--- config.mk ---
export PLATFORM = sky130hd
export DESIGN_NAME = msi_doorbell_decoder
export DESIGN_NICKNAME = d
export VERILOG_FILES = /design/src/rtl/msidb_pkg.sv /design/src/rtl/msidb_decode.sv /design/src/rtl/msidb_lines.sv /design/src/rtl/msidb_errfsm.sv /design/src/rtl/msi_doorbell_decoder.sv
export SDC_FILE = /design/constraint.sdc
export NUM_CORES = 1
export LEC_CHECK = 0
export BUFFER_PORTS_ARGS = -buffer_cell sky130_fd_sc_hd__buf_4
export CORE_AREA = 2 2 92 94
export CTS_BUF_LIST = sky130_fd_sc_hd__clkbuf_8 sky130_fd_sc_hd__clkbuf_16
export DETAILED_ROUTE_END_ITERATION = 12
export DIE_AREA = 0 0 94 96
export GPL_ROUTABILITY_DRIVEN = 0
export PLACE_DENSITY = 0.77
export SYNTH_ARGS = -nofsm -noshare
export SYNTH_HDL_FRONTEND = slang
export SYNTH_HIERARCHICAL = 1
export SYNTH_SLANG_ARGS = --single-unit
--- constraint.sdc ---
create_clock -name clk -period 1.1 [get_ports clk]
set_input_delay 0.11 -clock clk [delete_from_list [all_inputs] [get_ports clk]]
set_output_delay 0.11 -clock clk [all_outputs]
set_load 0.01 [all_outputs]
--- src/rtl/msidb_pkg.sv ---
`timescale 1ns/1ps
package msidb_pkg;

    localparam int VEC_W   = 8;
    localparam int WIN_AW  = 3;

    typedef enum logic {
        ERR_CLEAN  = 1'b0,
        ERR_STICKY = 1'b1
    } err_state_e;

endpackage

--- src/rtl/msidb_decode.sv ---
`timescale 1ns/1ps
module msidb_decode #(
    parameter int NUM_LINES = 32,
    parameter int VEC_BASE  = 64
) (
    input  logic                      wr_en,
    input  logic [msidb_pkg::VEC_W-1:0] vec,
    output logic [NUM_LINES-1:0]      set_vec,
    output logic                      bad_wr
);
    localparam int DW = msidb_pkg::VEC_W + 1;

    logic [DW-1:0] offset;
    logic          below_base;
    logic          in_range;

    always_comb begin
        below_base = ({1'b0, vec} < DW'(VEC_BASE));
        offset     = {1'b0, vec} - DW'(VEC_BASE);
        in_range   = !below_base && (32'(offset) < NUM_LINES);
        bad_wr     = wr_en && !in_range;
    end

    for (genvar i = 0; i < NUM_LINES; i++) begin : g_sel
        assign set_vec[i] = wr_en && in_range && (offset == DW'(i));
    end

endmodule

--- src/rtl/msidb_lines.sv ---
`timescale 1ns/1ps
module msidb_lines #(
    parameter int NUM_LINES = 32
) (
    input  logic                 clk,
    input  logic                 rst,
    input  logic [NUM_LINES-1:0] set_vec,
    input  logic [NUM_LINES-1:0] ack,
    input  logic [NUM_LINES-1:0] wired_in,
    output logic [NUM_LINES-1:0] irq_out
);
    logic [NUM_LINES-1:0] held;

    for (genvar i = 0; i < NUM_LINES; i++) begin : g_line
        always_ff @(posedge clk) begin
            if (rst) begin
                held[i] <= 1'b0;
            end else if (set_vec[i]) begin
                held[i] <= 1'b1;
            end else if (ack[i]) begin
                held[i] <= 1'b0;
            end
        end
        assign irq_out[i] = held[i] | wired_in[i];
    end

endmodule

--- src/rtl/msidb_errfsm.sv ---
`timescale 1ns/1ps
module msidb_errfsm (
    input  logic clk,
    input  logic rst,
    input  logic bad_wr,
    output logic err_flag
);
    import msidb_pkg::*;

    err_state_e state_q, state_d;

    always_ff @(posedge clk) begin
        if (rst) state_q <= ERR_CLEAN;
        else     state_q <= state_d;
    end

    always_comb begin
        state_d = state_q;
        unique case (state_q)
            ERR_CLEAN:  if (bad_wr) state_d = ERR_STICKY;
            ERR_STICKY: state_d = ERR_STICKY;
            default:    state_d = ERR_CLEAN;
        endcase
    end

    always_comb begin
        unique case (state_q)
            ERR_CLEAN:  err_flag = 1'b0;
            ERR_STICKY: err_flag = 1'b1;
            default:    err_flag = 1'b0;
        endcase
    end

endmodule

--- src/rtl/msi_doorbell_decoder.sv ---
`timescale 1ns/1ps
module msi_doorbell_decoder #(
    parameter int NUM_LINES = 32,
    parameter int MAX_LINES = 256,
    parameter int VEC_BASE  = 64,
    parameter int DATA_W    = 64
) (
    input  logic                 clk,
    input  logic                 rst,
    input  logic                 wr_en,
    input  logic [2:0]           wr_addr,
    input  logic [DATA_W-1:0]    wr_data,
    input  logic                 rd_en,
    input  logic [2:0]           rd_addr,
    output logic [DATA_W-1:0]    rd_data,
    input  logic [NUM_LINES-1:0] wired_in,
    input  logic [NUM_LINES-1:0] ack,
    output logic [NUM_LINES-1:0] irq_out,
    output logic                 err_flag
);
    localparam int VW = msidb_pkg::VEC_W;

    if (NUM_LINES < 1 || NUM_LINES > MAX_LINES) begin : g_bad_lines
        $error("msi_doorbell_decoder: NUM_LINES out of 1..MAX_LINES");
    end
    if (VEC_BASE < 0 || VEC_BASE > 255) begin : g_bad_base
        $error("msi_doorbell_decoder: VEC_BASE out of 0..255");
    end

    logic [NUM_LINES-1:0] set_vec;
    logic                 bad_wr;
    logic                 unused_bits;

    assign unused_bits = ^{wr_data[DATA_W-1:VW], wr_addr, rd_addr};

    msidb_decode #(
        .NUM_LINES (NUM_LINES),
        .VEC_BASE  (VEC_BASE)
    ) u_decode (
        .wr_en   (wr_en),
        .vec     (wr_data[VW-1:0]),
        .set_vec (set_vec),
        .bad_wr  (bad_wr)
    );

    msidb_lines #(
        .NUM_LINES (NUM_LINES)
    ) u_lines (
        .clk      (clk),
        .rst      (rst),
        .set_vec  (set_vec),
        .ack      (ack),
        .wired_in (wired_in),
        .irq_out  (irq_out)
    );

    msidb_errfsm u_err (
        .clk      (clk),
        .rst      (rst),
        .bad_wr   (bad_wr),
        .err_flag (err_flag)
    );

    always_ff @(posedge clk) begin
        if (rst)        rd_data <= '0;
        else if (rd_en) rd_data <= '0;
    end

endmodule

==> flow_summary.yaml, run 1 <==
layout:
  nFillCells: 784
  post_layout_nonfiller_instances: 508
  multi_input_area_mm2: 0.001504
  fin_area_mm2: 0.003730
  final_net_count: 542
  insertedDiodeCount: 0
  layout-drive-gt1-share_pct: 60.55
  area.growth.synth_to_final_pct: 61.14
  regArea_um2: 700.7
  post-route-util_pct: 46.32
grt:
  via_count_of_the_first_global_routing_pass: 1959
  track_usage_pct: 12.63
  initial_antenna_violation_count: 0
  global_route.overflow_total: 0
  pin_count_of_the_biggest_net_entering_global_routing: 34
  grt_pass1_wl_um: 8942
floorplan:
  die_footprint_mm2: 0.009024
  die_width_um: 94
  ios: 235
  initial_core_util_pct: 28.75
  dieHeight_um: 96
  core.rowCount: 33
  core_area_mm2: 0.008051
yosys:
  synth-seq-cells: 33
  yosys_warnings: 6
  syn_area_per_cell_um2: 8.122
  yosysSeqAreaShare_pct: 28.54
  synth.cell_area_mm2: 0.002315
  yosys.cell_types.count: 21
  syn_inst: 285
sta:
  fin_hold_ws_ns: 0.07530
  fmaxAchievable_mhz: 932.6
  post-route-min-period_ns: 1.072
  hold_violations: 0
  finClkSkew_ns: 0
  rsz0062_at_grt: "yes"
  timing.final.max_slew_violations: 0
  fin_crit_sh_pct: 97.48
  setup_viol: 0
worst_setup_path:
  crit_path_start: "wr_data[6]"
  crit_path_end_kind: "register"
  critical_path_arrival_ns: 1.25
  worstSetupStartpointType: "primary input"
  crit_path_max_fanout: 8
  reg2reg_setup_slack_ns: 0.47
  critPathKind: "primary input to register"
  r2r_start: "u_lines/held[25]"
  required_ns: 1.28
route:
  drt_wl_total_um: 6226
  ant_nets: 0
  detail_route.wl_per_cell_um: 12.26
  via_count: 2055
  first_pass_drt_iterations: 4
  detail_route.vias_per_cell: 4.045
  drc: 0
  initialDrtViolationCount: 43
power:
  design_power_total_mw: 3.217
  power.ir.vdd_worst_mv: 0.4789
  power_leakage_nw: 1.626
  power_per_cell_area_mw_per_mm2: 862.6
placed_design:
  place.detailed.hpwl_um: 4416
  placed_cells: 495
  place_area_mm2: 0.003153
  count_of_buffers_from_port_buffering: 107
clock_network:
  cts_buffers: 5
  cts_tree: "built"
  post_cts_hold_buffer_count: 0
  insertion_delay_ns: 0.28
  maximum_level_of_the_cts_h_tree: 2
  clkTransAtPathRegs_ns: 0.07
  cts_max_path_buffers: 2
  cts_num_sinks: 33
  cts_root_buffer: "sky130_fd_sc_hd__clkbuf_8"
flow_run:
  max_cap_violations: 0
min_path:
  startpoint_of_the_lowest_slack_hold_path: "ack[6]"
  hold_path.class: "primary input to register"
outcome:
  run_status: "finished clean"
-- timing repair --
item / 4_1_cts / 5_1_grt
setup endpoints to repair: 32 / 33
buffers inserted: 0 / 1
gates cloned: 0 / 4
pin swaps: 0 / 33
gates resized for setup: 97 / 25
-- layer usage --
| layer | vias to the layer above | share of wire (%) | track usage (%) |
|---|---|---|---|
| li1 | 1007 | - | - |
| met1 | 953 | 38 | 14.06 |
| met2 | 95 | 55 | 24.40 |
| met3 | 0 | 6.5 | 3.054 |
| met4 | 0 | 0 | 2.415 |
| met5 | - | 0 | 0 |
-- worst max-delay path: stages --
cell	delay, ns
sky130_fd_sc_hd__buf_8	0.09
sky130_fd_sc_hd__inv_8	0.03
sky130_fd_sc_hd__ha_4	0.26
sky130_fd_sc_hd__nand4bb_4	0.21
sky130_fd_sc_hd__clkbuf_16	0.25
sky130_fd_sc_hd__and2_4	0.14
sky130_fd_sc_hd__o21ba_1	0.15
-- cells by family (layout without fill, tap and decap cells) --
logic type      count (synthesis)  after routing  synth area share [%]
other cells                     1             64                0.1620
flops                          33             33                 28.54
simple gates                  110            110                 33.24
buf+inv                       106            161                 29.62
fa+ha+maj                       2              2                 1.081
compound gates                 33             33                 7.351
-- synthesized netlist by cell type --
cell	instances	area share (%)
sky130_fd_sc_hd__conb_1	1	0.16
sky130_fd_sc_hd__nand4_2	1	0.54
sky130_fd_sc_hd__buf_6	6	2.9
sky130_fd_sc_hd__nand3b_1	3	0.97
sky130_fd_sc_hd__or3b_4	3	1.5
sky130_fd_sc_hd__nor3_2	13	5.6
sky130_fd_sc_hd__nand3_1	1	0.22
sky130_fd_sc_hd__buf_4	64	21
sky130_fd_sc_hd__and2_1	1	0.27
sky130_fd_sc_hd__inv_1	34	5.5
sky130_fd_sc_hd__nand4b_2	2	1.3
sky130_fd_sc_hd__or3_4	1	0.49
sky130_fd_sc_hd__dfxtp_1	33	29
sky130_fd_sc_hd__nor3_1	19	4.1
sky130_fd_sc_hd__o21ba_1	1	0.43
sky130_fd_sc_hd__nand2b_1	32	8.6
sky130_fd_sc_hd__ha_1	2	1.1
sky130_fd_sc_hd__nand4bb_1	2	0.97
sky130_fd_sc_hd__or2_2	32	8.6
sky130_fd_sc_hd__buf_2	2	0.43
sky130_fd_sc_hd__a21oi_1	32	6.9
-- where the power goes --
| part | switching (mW) | total [mW] | internal [mW] |
|---|---|---|---|
| registers | 0.00189 | 1.20 | 1.20 |
| clock network | 0.464 | 1.19 | 0.730 |
| logic | 0.360 | 0.825 | 0.466 |
| total | 0.826 | 3.22 | 2.39 |
-- worst paths after layout --
kind | to | depth (start not counted)
worst max-delay path | u_err/state_q | 7
worst min-delay path | u_lines/held[6] | 3
worst max register to register | u_lines/held[25] | 2
worst min register to register | u_lines/held[31] | 2
-- flip-flops by register name, summed over array words and instances, names as in the netlist --
| name | cells |
|---|---|
| u_lines/held | 32 |
| u_err/state_q | 1 |
-- per-stage QoR --
step	setup TNS [ns]	worst slack (ns)
6_report	0	0.02771
5_1_grt	-0.2248	-0.02310
4_1_cts	0	0.001418
3_5_place_dp	-7.836	-0.3136
3_3_place_gp	-5.936	-0.2511
2_1_floorplan	-0.2018	-0.03124
-- layout by cell type, fill, tap and decap left out --
cell type / count
sky130_fd_sc_hd__a21oi_2: 6
sky130_fd_sc_hd__nand4_4: 1
sky130_fd_sc_hd__or2_4: 32
sky130_fd_sc_hd__a21oi_1: 26
sky130_fd_sc_hd__nand2b_1: 32
sky130_fd_sc_hd__buf_4: 77
sky130_fd_sc_hd__bufinv_16: 1
sky130_fd_sc_hd__or3b_4: 3
sky130_fd_sc_hd__nand4bb_4: 1
sky130_fd_sc_hd__nor3_2: 24
sky130_fd_sc_hd__buf_8: 2
sky130_fd_sc_hd__buf_12: 4
sky130_fd_sc_hd__conb_1: 64
sky130_fd_sc_hd__clkbuf_16: 3
sky130_fd_sc_hd__buf_6: 33
sky130_fd_sc_hd__inv_2: 3
sky130_fd_sc_hd__dfxtp_2: 32
sky130_fd_sc_hd__inv_1: 30
sky130_fd_sc_hd__nand3_1: 1
sky130_fd_sc_hd__nand4bb_1: 1
sky130_fd_sc_hd__dfxtp_1: 1
sky130_fd_sc_hd__nor3_4: 8
sky130_fd_sc_hd__nand4b_2: 1
sky130_fd_sc_hd__or3_4: 1
sky130_fd_sc_hd__nand4b_4: 1
sky130_fd_sc_hd__ha_2: 1
sky130_fd_sc_hd__o21ba_1: 1
sky130_fd_sc_hd__nand3b_1: 3
sky130_fd_sc_hd__clkbuf_8: 6
sky130_fd_sc_hd__ha_4: 1
sky130_fd_sc_hd__and2_4: 1
sky130_fd_sc_hd__inv_8: 2
-- area by class of cell --
type,instances,area share [%]
timing repair buffer,119,30.43
clock buffer,6,2.214
inverter,34,3.824
sequential,33,18.79
clock inverter,2,0.9057
tap,105,3.522
multi-input combinational,209,40.32
Power figures use the tool's default switching activity.
==> run 2, diff against run 1 <==
CORE_AREA = 2 2 90 92   (was 2 2 92 94)
DIE_AREA = 0 0 92 94   (was 0 0 94 96)
clock period = 1.3 ns   (was 1.1 ns; I/O delays follow)
==> flow_summary.yaml, run 2 (synthesized netlist as in run 1, its figures left out) <==
outcome:
  run_status: "finished clean"
grt:
  pin_count_of_the_biggest_net_entering_global_routing: 34
  initial_antenna_violation_count: 0
  grt_pass1_wl_um: 7914
  global_route.overflow_total: 0
  track_usage_pct: 11.60
  via_count_of_the_first_global_routing_pass: 1791
route:
  initialDrtViolationCount: 91
  first_pass_drt_iterations: 4
  detail_route.wl_per_cell_um: 10.49
  detail_route.vias_per_cell: 4.006
  drt_wl_total_um: 5266
  via_count: 2011
  ant_nets: 0
  drc: 0
min_path:
  hold_path.class: "primary input to register"
worst_setup_path:
  critical_path_arrival_ns: 1.04
  crit_path_end_kind: "output pin"
  crit_path_max_fanout: 2
  critPathKind: "register to output pin"
  worstSetupStartpointType: "register"
  critical_path.cell_chain: "or2_2 > buf_4"
  crit_path_max_incr_delay_ns: 0.32
  required_ns: 1.17
  critical_path_buf_inv_count: 1
  cpLargestDelayFamily: "flip-flops"
  critPathSlowestCell: "sky130_fd_sc_hd__dfxtp_1"
clock_network:
  clkTransAtPathRegs_ns: 0.07
  post_cts_resize_count: 0
  cts_tree: "built"
  cts_buffers: 5
  cts_num_sinks: 33
  cts_root_buffer: "sky130_fd_sc_hd__clkbuf_8"
  insertion_delay_ns: 0.28
  maximum_level_of_the_cts_h_tree: 2
  cts.repair_timing.setup_buffer_count: 0
  cts_max_path_buffers: 2
  post_cts_hold_buffer_count: 0
layout:
  biggest_register: "u_lines/held"
  top_regs: "u_lines/held: 32 flops, u_err/state_q: 1 flops"
  largest_register_ff_count: 32
  layout.cells.most_common: "sky130_fd_sc_hd__buf_4"
  insertedDiodeCount: 0
  final_cell_mix: "sky130_fd_sc_hd__buf_4 (115), sky130_fd_sc_hd__conb_1 (64), sky130_fd_sc_hd__inv_1 (34)"
  fin_area_mm2: 0.003119
  layout-drive-gt1-share_pct: 44.25
  area.growth.synth_to_final_pct: 34.76
  post-route-util_pct: 41.00
  final_net_count: 539
power:
  power_per_cell_area_mw_per_mm2: 768.9
  power.ir.vdd_worst_mv: 0.3606
  design_power_total_mw: 2.398
  power_leakage_nw: 1.390
flow_run:
  max_cap_violations: 0
placed_design:
  place.detailed.hpwl_um: 4341
  place_area_mm2: 0.003009
  count_of_buffers_from_port_buffering: 107
  place_ws_ns: -0.1987
sta:
  setup_viol: 0
  rsz0062_at_grt: "no"
  finClkSkew_ns: 0
  fin_crit_sh_pct: 89.92
  timing.final.max_slew_violations: 0
  setup_slack_ns: 0.1311
  post-route-min-period_ns: 1.169
  fmaxAchievable_mhz: 855.5
  hold_violations: 0
floorplan:
  core_area_mm2: 0.007607
  initial_core_util_pct: 30.43
  ios: 235
  dieHeight_um: 94
  die_width_um: 92
  core.rowCount: 32
  die_footprint_mm2: 0.008648
## run 2: cell types whose count changed in the layout (fill, tap and decap cells not counted), moves of 4 or more
cell | previous run | this run
sky130_fd_sc_hd__a21oi_1 | 26 | 32
sky130_fd_sc_hd__a21oi_2 | 6 | 0
sky130_fd_sc_hd__buf_4 | 77 | 115
sky130_fd_sc_hd__buf_6 | 33 | 0
sky130_fd_sc_hd__dfxtp_1 | 1 | 33
sky130_fd_sc_hd__dfxtp_2 | 32 | 0
sky130_fd_sc_hd__inv_1 | 30 | 34
sky130_fd_sc_hd__nor3_1 | 0 | 19
sky130_fd_sc_hd__nor3_2 | 24 | 13
sky130_fd_sc_hd__nor3_4 | 8 | 0
sky130_fd_sc_hd__or2_2 | 0 | 32
sky130_fd_sc_hd__or2_4 | 32 | 0
## run 2: through the flow
step	TNS [ns]	hold WS (ns)	std cells
floorplan	0	0.1991	348
global placement	-1.378	0.3993	494
detailed placement	-2.572	0.3971	494
CTS	0	0.08989	502
global route	0	0.09523	502
finish	0	0.1032	502
## run 2: final cells by class
| class | count | area, um^2 |
|---|---|---|
| multi-input combinational | 209 | 1219 |
| sequential | 33 | 660.6 |
| inverter | 34 | 127.6 |
| timing repair buffer | 116 | 883.3 |
| tap | 102 | 127.6 |
| clock inverter | 1 | 5.005 |
| clock buffer | 7 | 96.34 |
| fill | 806 | 4488 |
## run 2: power by group
part / internal, mW / switching (mW) / total, mW
clock: 0.479 / 0.378 / 0.856
sequential: 1.01 / 0.00142 / 1.01
combinational: 0.284 / 0.243 / 0.527
total: 1.78 / 0.622 / 2.40
## run 2: tightest hold or removal path, stage by stage
cell	delay, ns
sky130_fd_sc_hd__buf_4	0.07
sky130_fd_sc_hd__nand2b_1	0.08
sky130_fd_sc_hd__a21oi_1	0.05
## run 2: layer usage
layer	vias up	share of wire [%]	global-route usage (%)
met5	-	0	0
met4	0	1.0	3.483
met3	6	9.0	3.852
met2	99	53	21.69
met1	902	37	12.33
li1	1004	-	-
## run 2: worst paths after layout
path | start | to | slack (ns) | cells after the start
worst max-delay path | u_lines/held[2] | irq_out[2] | 0.13 | 2
worst min-delay path | ack[29] | u_lines/held[29] | 0.10 | 3
worst max register to register | u_lines/held[2] | u_lines/held[2] | 0.67 | 2
worst min register to register | u_lines/held[16] | u_lines/held[16] | 0.47 | 2
==> run 3, diff against run 2 <==
ABC_AREA = 1   (was default)
CORE_AREA = 2 2 91 93   (was 2 2 90 92)
DIE_AREA = 0 0 93 95   (was 0 0 92 94)
HOLD_SLACK_MARGIN = 0.12   (was default)
==> flow_summary.yaml, run 3 <==
grt:
  track_usage_pct: 13.30
  global_route.overflow_total: 0
  pin_count_of_the_biggest_net_entering_global_routing: 34
  grt_pass1_wl_um: 9459
  via_count_of_the_first_global_routing_pass: 2247
  initial_antenna_violation_count: 0
yosys:
  number_of_enable_flip_flop_cells_after_synthesis: 0
  yosys.cell_types.count: 14
  synth-seq-cells: 33
  synthMostInstantiatedCell: "sky130_fd_sc_hd__nand2_1"
  synth.top_cells.by_count: "sky130_fd_sc_hd__nand2_1 (74), sky130_fd_sc_hd__inv_1 (72), sky130_fd_sc_hd__buf_4 (64)"
  yosys_warnings: 6
  top_cells_by_area_synth: "sky130_fd_sc_hd__dfxtp_1 (27%), sky130_fd_sc_hd__buf_4 (20%), sky130_fd_sc_hd__nand2_1 (11%)"
  synth_largest_area_cell: "sky130_fd_sc_hd__dfxtp_1"
  dominantRegCellSynth: "sky130_fd_sc_hd__dfxtp_1"
  syn_inst: 373
  synth_largest_type_area_fraction_pct: 27.10
  synth.cell_area_mm2: 0.002437
  synth-async-reset-ratio_pct: 0
  yosysSeqAreaShare_pct: 27.10
  syn_area_per_cell_um2: 6.534
route:
  detail_route.vias_per_cell: 3.955
  first_pass_drt_iterations: 4
  detail_route.wl_per_cell_um: 9.769
  initialDrtViolationCount: 29
  via_count: 2448
  drt_wl_total_um: 6047
  wirelength_met1_um: 2153
  drc: 0
  top_layer: "met4"
  met3_length_um: 484
  ant_nets: 0
  routed_length_on_met2_um: 3352
worst_setup_path:
  worstSetupStartpointType: "register"
  critical_path_arrival_ns: 1.06
  critPathKind: "register to output pin"
  required_ns: 1.17
  worst_r2r_endpoint: "u_lines/held[26]"
  rr_worst_depth: 2
  reg2reg_setup_slack_ns: 0.70
  r2r_start: "u_lines/held[26]"
  crit_path_max_fanout: 2
  crit_path_end_kind: "output pin"
floorplan:
  initial_core_util_pct: 30.74
  ios: 235
  die_footprint_mm2: 0.008835
  die_width_um: 93
  core.rowCount: 33
  dieHeight_um: 95
  core_area_mm2: 0.007928
power:
  design_power_total_mw: 2.769
  share_seq_of_total_power_pct: 36.6
  clkPwrFrac_pct: 41.1
  power.combinational.fraction_pct: 22.2
  power_leakage_nw: 1.705
  cell_internal_pwr_mw: 2.106
  power_per_cell_area_mw_per_mm2: 779.6
  total_switching_power_mw: 0.6632
  power.ir.vdd_worst_mv: 0.3481
  power.share.switching_pct: 23.95
clock_network:
  cts_max_path_buffers: 2
  cts_root_buffer: "sky130_fd_sc_hd__clkbuf_8"
  cts_buffers: 5
  insertion_delay_ns: 0.28
  cts_num_sinks: 33
  cts.repair_timing.setup_buffer_count: 0
  cts_tree: "built"
  clkTransAtPathRegs_ns: 0.08
  maximum_level_of_the_cts_h_tree: 2
  post_cts_resize_count: 0
layout:
  area.growth.synth_to_final_pct: 45.74
  biggest_register: "u_lines/held"
  layout.cells.most_common: "sky130_fd_sc_hd__buf_4"
  final_cell_mix: "sky130_fd_sc_hd__buf_4 (107), sky130_fd_sc_hd__nand2_1 (74), sky130_fd_sc_hd__inv_1 (72)"
  nFillCells: 833
  layout-drive-gt1-share_pct: 31.91
  post_layout_nonfiller_instances: 619
  top_regs: "u_lines/held: 32 flops, u_err/state_q: 1 flops"
  final_net_count: 653
  largest_register_ff_count: 32
  insertedDiodeCount: 0
outcome:
  run_status: "finished clean"
sta:
  fin_crit_sh_pct: 91.44
  rsz0062_at_grt: "no"
  timing.final.max_slew_violations: 0
  fmaxAchievable_mhz: 841.3
  hold_violations: 0
  setup_viol: 0
  finClkSkew_ns: 0
  post-route-min-period_ns: 1.189
placed_design:
  count_of_buffers_from_port_buffering: 107
  placed_cells: 579
  place.detailed.hpwl_um: 4513
min_path:
  holdPathStages: 4
  worst_hold_path_ep: "u_err/state_q"
  hold_path.class: "primary input to register"
  startpoint_of_the_lowest_slack_hold_path: "wr_data[6]"
flow_run:
  max_cap_violations: 0
run 3: cell types whose count changed in the layout (fill, tap and decap cells not counted), sizes merged, moves of 32 or more:
cell	delta
nand2	+74
nor2	+53
inv	+38
dlygate4sd3	+32
nand2b	-32
nor3	-32
run 3: critical path, cell delays in order, from the launching register on:
cell	delay (ns)
sky130_fd_sc_hd__dfxtp_1	0.33
sky130_fd_sc_hd__or2_2	0.30
sky130_fd_sc_hd__buf_4	0.15
run 3: timing repair:
item                       CTS  global route
setup endpoints to repair    0             0
hold buffers                32             0
hold endpoints to repair    32             0
run 3: cell type report:
type	instances	area [um^2]	share of cell area [%]
well taps	105	131.4	3.698
clock buffers	5	68.82	1.937
clock inverters	3	65.06	1.832
repair buffers	142	1184	33.32
flip-flops and latches	33	660.6	18.60
inverters	72	270.3	7.608
multi-input cells	259	1172	33.00
run 3: through the flow:
step | worst slack [ns] | util [%] | cell area [um^2] | hold slack (ns) | TNS, ns
after CTS | 0.09611 | 44.81 | 3552 | 0.2036 | 0
after global routing | 0.08074 | 44.81 | 3552 | 0.2432 | 0
after floorplan | 0.2047 | - | 2674 | 0.1991 | 0
final | 0.1113 | 44.81 | 3552 | 0.2077 | 0
after detailed placement | -0.03855 | 39.08 | 3098 | 0.3866 | -0.2407
after global placement | 0.0006255 | 39.08 | 3098 | 0.3800 | 0
run 3: how the worst max path moves through the flow:
stage	startpoint	end	slack (ns)
finish	u_lines/held[26]	irq_out[26]	0.11
global route	u_lines/held[15]	irq_out[15]	0.08
CTS	u_lines/held[26]	irq_out[26]	0.1
detailed placement	wr_data[6]	u_lines/held[25]	-0.04
global placement	wr_data[6]	u_lines/held[25]	0.0006
floorplan	wr_data[7]	u_lines/held[14]	0.20
run 3: kinds of logic after synthesis:
group	after synthesis	share of synthesized area [%]
AO/OA/AOI/OAI	33	6.828
flip-flops	33	27.10
other	1	0.1539
adder cells (fa/ha/maj)	2	1.027
buffers and inverters	144	34.50
AND/OR/NAND/NOR	160	30.39
run 3: power by group through the flow:
stage	Clock (mW)	Sequential, mW	Combinational [mW]
floorplan	0	1.04	0.401
global placement	0	1.04	0.522
detailed placement	0	1.04	0.533
CTS	1.19	1.01	0.611
global route	1.23	1.01	0.673
finish	1.14	1.01	0.615
run 3: metal layers:
layer / GRT usage [%] / vias to the layer above
li1: - / 1230
met2: 27.11 / 107
met4: 3.309 / 0
met5: 0 / -
met3: 3.272 / 6
met1: 13.33 / 1105
